[config.mk]
export PLATFORM = sky130hd
export DESIGN_NAME = pwm_dbuf_channel
export DESIGN_NICKNAME = d
export VERILOG_FILES = /design/src/rtl/pwm_dbuf_pkg.sv /design/src/rtl/pwm_shadow_reg.sv /design/src/rtl/pwm_updown_counter.sv /design/src/rtl/pwm_level_gen.sv /design/src/rtl/pwm_dbuf_channel.sv
export SDC_FILE = /design/constraint.sdc
export NUM_CORES = 1
export LEC_CHECK = 0
export ABC_AREA = 1
export BUFFER_PORTS_ARGS = -buffer_cell sky130_fd_sc_hd__buf_2
export CAP_MARGIN = 20
export CORE_MARGIN = 2
export CORE_UTILIZATION = 65
export DETAILED_ROUTE_END_ITERATION = 12
export PLACE_DENSITY_LB_ADDON = 0.1
export SYNTH_ARGS = -nofsm -noshare
export SYNTH_HDL_FRONTEND = slang
export SYNTH_SLANG_ARGS = --single-unit
[constraint.sdc]
create_clock -name clk -period 5.55 [get_ports clk]
set_input_delay 0.8325 -clock clk [delete_from_list [all_inputs] [get_ports clk]]
set_output_delay 0.8325 -clock clk [all_outputs]
set_load 0.1 [all_outputs]
[src/rtl/pwm_dbuf_pkg.sv]
package pwm_dbuf_pkg;
  typedef enum logic [1:0] {
    SEL_PERIOD = 2'd0,
    SEL_DUTY   = 2'd1,
    SEL_COUNT  = 2'd2,
    SEL_NONE   = 2'd3
  } reg_sel_e;

  typedef enum logic {
    DIR_UP   = 1'b0,
    DIR_DOWN = 1'b1
  } cnt_dir_e;
endpackage

[src/rtl/pwm_shadow_reg.sv]
// Buffer plus active latch; the active latch takes the post-write buffer value on load.
module pwm_shadow_reg #(
  parameter int W = 8
) (
  input  logic         clk,
  input  logic         rst_n,
  input  logic         wr,
  input  logic [W-1:0] wdata,
  input  logic         load,
  output logic [W-1:0] buf_q,
  output logic [W-1:0] act_q
);
  logic [W-1:0] buf_next;

  assign buf_next = wr ? wdata : buf_q;

  always_ff @(posedge clk or negedge rst_n) begin
    if (!rst_n) begin
      buf_q <= '0;
      act_q <= '0;
    end else begin
      buf_q <= buf_next;
      if (load) act_q <= buf_next;
    end
  end
endmodule

[src/rtl/pwm_updown_counter.sv]
// Channel counter: wraps in left-aligned mode, bounces in center-aligned mode.
module pwm_updown_counter
  import pwm_dbuf_pkg::*;
#(
  parameter int W = 8
) (
  input  logic         clk,
  input  logic         rst_n,
  input  logic         run,
  input  logic         tick,
  input  logic         clear,
  input  logic         center,
  input  logic [W-1:0] period,
  output logic [W-1:0] cnt_q,
  output logic         period_end
);
  localparam logic [W-1:0] ONE = W'(1);

  cnt_dir_e     dir_q, dir_n;
  logic [W-1:0] cnt_n;

  always_comb begin
    if (period == '0) begin
      cnt_n = '0;
    end else if (!center) begin
      cnt_n = (cnt_q >= period - ONE) ? '0 : cnt_q + ONE;
    end else if (dir_q == DIR_UP && cnt_q < period) begin
      cnt_n = cnt_q + ONE;
    end else begin
      cnt_n = cnt_q - ONE;
    end

    if (cnt_n == '0 || !center)
      dir_n = DIR_UP;
    else if (dir_q == DIR_UP && cnt_q >= period)
      dir_n = DIR_DOWN;
    else
      dir_n = dir_q;
  end

  assign period_end = run && !clear && tick && (cnt_n == '0);

  always_ff @(posedge clk or negedge rst_n) begin
    if (!rst_n) begin
      cnt_q <= '0;
      dir_q <= DIR_UP;
    end else if (!run || clear) begin
      cnt_q <= '0;
      dir_q <= DIR_UP;
    end else if (tick) begin
      cnt_q <= cnt_n;
      dir_q <= dir_n;
    end
  end
endmodule

[src/rtl/pwm_level_gen.sv]
// Output compare and polarity.
module pwm_level_gen #(
  parameter int W = 8
) (
  input  logic         run,
  input  logic         polarity,
  input  logic [W-1:0] cnt,
  input  logic [W-1:0] period,
  input  logic [W-1:0] duty,
  output logic         level
);
  logic active;

  always_comb begin
    if (!run || period == '0)
      active = 1'b0;
    else
      active = (duty >= period) || (cnt < duty);
  end

  assign level = active ? polarity : ~polarity;
endmodule

[src/rtl/pwm_dbuf_channel.sv]
module pwm_dbuf_channel
  import pwm_dbuf_pkg::*;
#(
  parameter int W = 8
) (
  input  logic         clk,
  input  logic         rst_n,
  input  logic         ch_en,
  input  logic         tick_en,
  input  logic         center_mode,
  input  logic         polarity,
  input  logic         wr_en,
  input  logic [1:0]   wr_sel,
  input  logic [W-1:0] wr_data,
  input  logic [1:0]   rd_sel,
  output logic [W-1:0] rd_data,
  output logic         pwm_out
);
  reg_sel_e     wsel, rsel;
  logic         per_wr, duty_wr, cnt_wr;
  logic         period_end, latch_load;
  logic [W-1:0] per_buf, per_act, duty_buf, duty_act, cnt_q;

  assign wsel    = reg_sel_e'(wr_sel);
  assign rsel    = reg_sel_e'(rd_sel);
  assign per_wr  = wr_en && (wsel == SEL_PERIOD);
  assign duty_wr = wr_en && (wsel == SEL_DUTY);
  assign cnt_wr  = wr_en && (wsel == SEL_COUNT);

  // Safe points for a latch update: disabled, counter write, period boundary.
  assign latch_load = !ch_en || cnt_wr || period_end;

  pwm_shadow_reg #(.W(W)) i_per (
    .clk(clk), .rst_n(rst_n), .wr(per_wr), .wdata(wr_data),
    .load(latch_load), .buf_q(per_buf), .act_q(per_act)
  );

  pwm_shadow_reg #(.W(W)) i_duty (
    .clk(clk), .rst_n(rst_n), .wr(duty_wr), .wdata(wr_data),
    .load(latch_load), .buf_q(duty_buf), .act_q(duty_act)
  );

  pwm_updown_counter #(.W(W)) i_cnt (
    .clk(clk), .rst_n(rst_n), .run(ch_en), .tick(tick_en),
    .clear(cnt_wr), .center(center_mode), .period(per_act),
    .cnt_q(cnt_q), .period_end(period_end)
  );

  pwm_level_gen #(.W(W)) i_lvl (
    .run(ch_en), .polarity(polarity), .cnt(cnt_q),
    .period(per_act), .duty(duty_act), .level(pwm_out)
  );

  always_comb begin
    unique case (rsel)
      SEL_PERIOD: rd_data = per_buf;
      SEL_DUTY:   rd_data = duty_buf;
      SEL_COUNT:  rd_data = cnt_q;
      default:    rd_data = '0;
    endcase
  end
endmodule

## Yosys cells after proc, flatten, opt, wreduce, memory -nomap -nowiden

Index checks and enable logic that the tools add are counted.

| word-level totals | value |
|---|---|
| register bits | 41 |
| input bits | 19 |
| word-level logic and storage cells | 58 |
| output and inout bits | 9 |

| operators by class | value |
|---|---|
| add/sub/neg operators | 3 |
| bitwise operators | 2 |
| mux-type cells | 15 |
| equal/unequal tests | 4 |
| reduce and logical (&&, ||, !) cells | 23 |
| order comparisons | 5 |

Operators by type and width:

| cell | count |
|---|---|
| $mux 8 | 8 |
| $ge 8x8->1 | 3 |
| $pmux 8 s3 | 1 |
| $logic_not 8->1 | 2 |
| $lt 8x8->1 | 2 |
| $sub 8x1->8 const B | 2 |
| $add 8x1->8 const B | 1 |
| $logic_and 1x1->1 | 8 |
| $mux 1 | 6 |
| $logic_or 1x1->1 | 5 |
| $eq 2x1->1 const B | 2 |
| $eq 2x2->1 const B | 2 |
| $logic_not 2->1 | 2 |
| $logic_not 1->1 | 3 |
| $reduce_bool 3->1 | 1 |
| $not 1->1 | 2 |
| $reduce_and 2->1 | 1 |
| $reduce_bool 2->1 | 1 |

## Longest topological paths before layout

| depth | value |
|---|---|
| depth after elaboration | 10 |
| depth in mapped cells | 20 |
| gate-level depth less buffers | 19 |

## Hierarchy

Synthesis repeated with hierarchy kept, for this count alone.

| second synthesis, totals | value |
|---|---|
| cells, all modules | 491 |
| area, all modules | 3,458.3 µm² |

By module, submodules not included:

| module | seq. area each (µm²) | cells an instance | area each (µm²) | instances |
|---|---|---|---|---|
| pwm_shadow_reg | 400.4 | 84 | 704.4 | 2 |
| pwm_updown_counter | 225.2 | 197 | 1,341.3 | 1 |
| pwm_level_gen | 0.0 | 80 | 470.5 | 1 |
| pwm_dbuf_channel | 0.0 | 46 | 237.7 | 1 |

## Worst setup path after synthesis

OpenSTA, ideal clock, no wires.

| path | value |
|---|---|
| kind | input-to-output |
| from | input rd_sel[1] |
| to | output rd_data[1] |
| stages | 4 |
| path buffers | 0 |
| data arrival time | 1.982 ns |
| path slack | 2.735 ns |
| required time | 4.718 ns |
| path through | inv_1 > nor2_1 > nand2_1 > nand3_1 |

| on the way | value |
|---|---|
| word-level cells in the longest chain between the ends | 2 |
| elaborated cells between the ends (all ways) | 4 |
| those cells by class | eq/ne: 2; mux: 1; reduce/logical: 1 |

RTL lines:

| what | line | RTL |
|---|---|---|
| start, declared | pwm_dbuf_channel.sv:15 | `input logic [1:0] rd_sel,` |
| $eq 2x2->1, or another cell as far along | pwm_dbuf_channel.sv:55 | `unique case (rsel)` |
| $pmux 8 s3 (*) | pwm_dbuf_channel.sv:55 |  |
| end, declared | pwm_dbuf_channel.sv:16 | `output logic [W-1:0] rd_data,` |

Mark *: on every way between the ends. The rest lies on a longest branch, timed or not.

## Worst setup path in the final report

| path | value |
|---|---|
| from | register i_cnt.cnt_q[3] |
| to | output pwm_out |

| on the way | value |
|---|---|
| word-level cells in the longest chain between the ends | 4 |

RTL lines:

| what | line | RTL |
|---|---|---|
| start, declared | pwm_updown_counter.sv:14 | `output logic [W-1:0] cnt_q,` |
| start signal, assigned | pwm_updown_counter.sv:51 | `cnt_q <= cnt_n;` |
| $lt 8x8->1 | pwm_level_gen.sv:18 | `active = (duty >= period) \|\| (cnt < duty);` |
| $logic_or 1x1->1 | pwm_level_gen.sv:18 |  |
| $mux 1 | pwm_level_gen.sv:15 | `if (!run \|\| period == '0)` |
| $mux 1 | pwm_level_gen.sv:21 | `assign level = active ? polarity : ~polarity;` |
| end, declared | pwm_dbuf_channel.sv:17 | `output logic pwm_out` |

Every way passes these cells.

==> flow_metrics.env <==
export IMPL_clkTransAtPathRegs_ps=80
export IMPL_clock_path_buffers=2
export IMPL_grt_max_degree=42
export IMPL_routed_wl_um=7349
export IMPL_async_flop_share_pct=100.0
export IMPL_tns_ps=0
export IMPL_grt_pass1_vias=2723
export IMPL_synth_nets=477
export IMPL_area_growth_pct=8.960
export IMPL_ant_nets=0
export IMPL_ys_seq_area_share_pct=32.80
export IMPL_fp_dieH_um=73.37
export IMPL_multi_input_comb_area_um2=1842
export IMPL_regArea_um2=1026
export IMPL_rsz0062_at_grt="no"
export IMPL_required_ps=4720
export IMPL_clock_sinks=41
export IMPL_slew_viol_final=0
export IMPL_io_pins=28
export IMPL_hold_path_class="reg2reg"
export IMPL_synth_most_common_cell="nand2_1"
export IMPL_synthFlopType="dfrtp_1"
export IMPL_min_period_ps=3302
export IMPL_io_buffers=27
export IMPL_synth_ff_latch_count=41
export IMPL_post_route_period_util_pct=59.49
export IMPL_worst_ir_drop_vdd_mv=0.3320
export IMPL_drc=0
export IMPL_syn_area_per_cell_um2=7.395
export IMPL_hold_ws_ps=530.5
export IMPL_wire_per_inst_um=14.55
export IMPL_die_width_um=73.37
export IMPL_diodes=0
export IMPL_utilization_pct=72.64
export IMPL_synthDistinctLibCells=34
export IMPL_relSlewSlack_pct=41.22
export IMPL_total_power_w=0.001560
export IMPL_n_fill_cell=392
export IMPL_dp_hpwl_um=5628
export IMPL_synth_edf_count=0
export IMPL_fin_nets=504
export IMPL_cts_root_buf="clkbuf_8"
export IMPL_drt_iter0_markers=158
export IMPL_worstSetupStartpointType="register"
export IMPL_track_usage_pct=30.20
export IMPL_cap_violations=0
export IMPL_status="completed"
export IMPL_post_cts_resized=0
export IMPL_core_region_area_um2=4692
export IMPL_drt_pass1_iterations=5
export IMPL_numCtsBuffers=5
export IMPL_fin_skew_ps=6.467
export IMPL_yosysWarningCount=0
export IMPL_worstSetupPathType="reg2out"
export IMPL_cts_tree="yes"
export IMPL_overflow=0
export IMPL_cp_max_fo=13
export IMPL_via_count=2835
export IMPL_vias_per_cell=5.614
export IMPL_syn_inst=423
export IMPL_die_area_um2=5383
export IMPL_p_per_area_nw_per_um2=457.9
export IMPL_arrival_ps=2470
export IMPL_hold_violations=0
export IMPL_antenna_found_initial=0
export IMPL_clk_latency_ps=290
export IMPL_synth_commonest_cells="nand2_1, inv_1, nand3_1"
export IMPL_syn_area_um2=3128
export IMPL_initial_core_util_pct=66.67
export IMPL_cts_hold_repair_buffers=0
export IMPL_worst_slew_pin_slew_ps=881.7
export IMPL_rows=25
export IMPL_gp_congestion=0.8850
export IMPL_yosysTopAreaCellShare_pct=32.80
export IMPL_max_freq_mhz=302.9
export IMPL_grt_pass1_wl_um=12350
export IMPL_synthTopCellsByArea="dfrtp_1, nand2_1, ha_1, nand3_1, inv_1"
export IMPL_h_tree_depth=2
export IMPL_worstSetupEndpointType="primary output"
export IMPL_finalSetupViolCount=0
export IMPL_post_cts_setup_buffers=0
export IMPL_layout_drive_gt1_share_pct=12.42
export IMPL_yosys_area_top_type="dfrtp_1"
export IMPL_p_leak_nw=1.890
state kept, by name, indices dropped and copies added, names as in the netlist:
| name | count |
|---|---|
| i_per.act_q | 8 |
| i_per.buf_q | 8 |
| i_cnt.dir_q | 1 |
| i_duty.act_q | 8 |
| i_cnt.cnt_q | 8 |
| i_duty.buf_q | 8 |
layout make-up:
cell class	count	share of cell area, %
Tap cell	54	1.982
Timing Repair Buffer	27	3.965
Inverter	59	6.498
Clock buffer	7	2.533
Clock inverter	1	0.8811
Sequential cell	41	30.10
Multi-Input combinational cell	316	54.04
layout by cell type (no fill, tap or decap), drive strengths merged, types with 4 or more instances in the layout:
cell / netlist / final
inv: 57 / 57
buf: 3 / 27
nand4: 4 / 4
a21oi: 15 / 15
dfrtp: 41 / 41
nor2: 22 / 22
o22ai: 7 / 7
xor2: 12 / 12
nand3: 55 / 55
ha: 35 / 35
nand2: 134 / 134
clkbuf: 4 / 7
o21ai: 20 / 20
final timing paths:
kind | startpoint | end | slack [ps] | depth (start not counted)
setup / recovery | i_cnt.cnt_q[3] | pwm_out | 2250 | 9
hold / removal | i_duty.act_q[0] | i_duty.act_q[0] | 530 | 2
setup reg to reg | i_per.act_q[0] | i_per.act_q[2] | 2510 | 17
hold reg to reg | i_duty.act_q[0] | i_duty.act_q[0] | 530 | 2
max in group asynchronous | rst_n | i_per.act_q[2] | 4340 | 1
min in group asynchronous | rst_n | i_per.buf_q[1] | 660 | 1
logic make-up after synthesis:
family                   synth area share, %
flip-flops                             32.80
buffers and inverters                  8.320
AO/OA/AOI/OAI                          8.600
XOR/XNOR                               3.920
AND/OR/NAND/NOR                        32.36
adder cells (fa/ha/maj)                14.00
metal layers:
layer	track usage [%]	vias up	part of all wire [%]
li1	-	1432	-
met1	40.16	1303	46
met2	51.05	80	48
met3	3.567	20	3.5
met5	0	-	0
met4	10.71	0	2.4
worst max-delay path: stages, from the launching register on:
cell and delay (ps):
dfrtp_1 730, ha_1 360, a21oi_1 150, nand2_1 70, nand4_1 70, o211ai_1 80, o2111ai_1 110, nand3_1 100
nand2_1 80, buf_2 420
per-stage QoR:
stage               cell area [um2]  cells  worst slack [ps]
floorplan                      3128    423              2735
global placement               3292    497              2622
detailed placement             3292    497              2585
CTS                            3408    505              2278
global route                   3408    505              2181
finish                         3408    505              2248
power by group:
part | total [W] | internal, W | switching [W]
Sequential | 0.000460 | 0.000365 | 0.0000947
Clock | 0.000246 | 0.000147 | 0.0000993
Combinational | 0.000855 | 0.000297 | 0.000557
Total | 0.00156 | 0.000809 | 0.000751
Note: power is estimated with default switching activity, not from simulation.
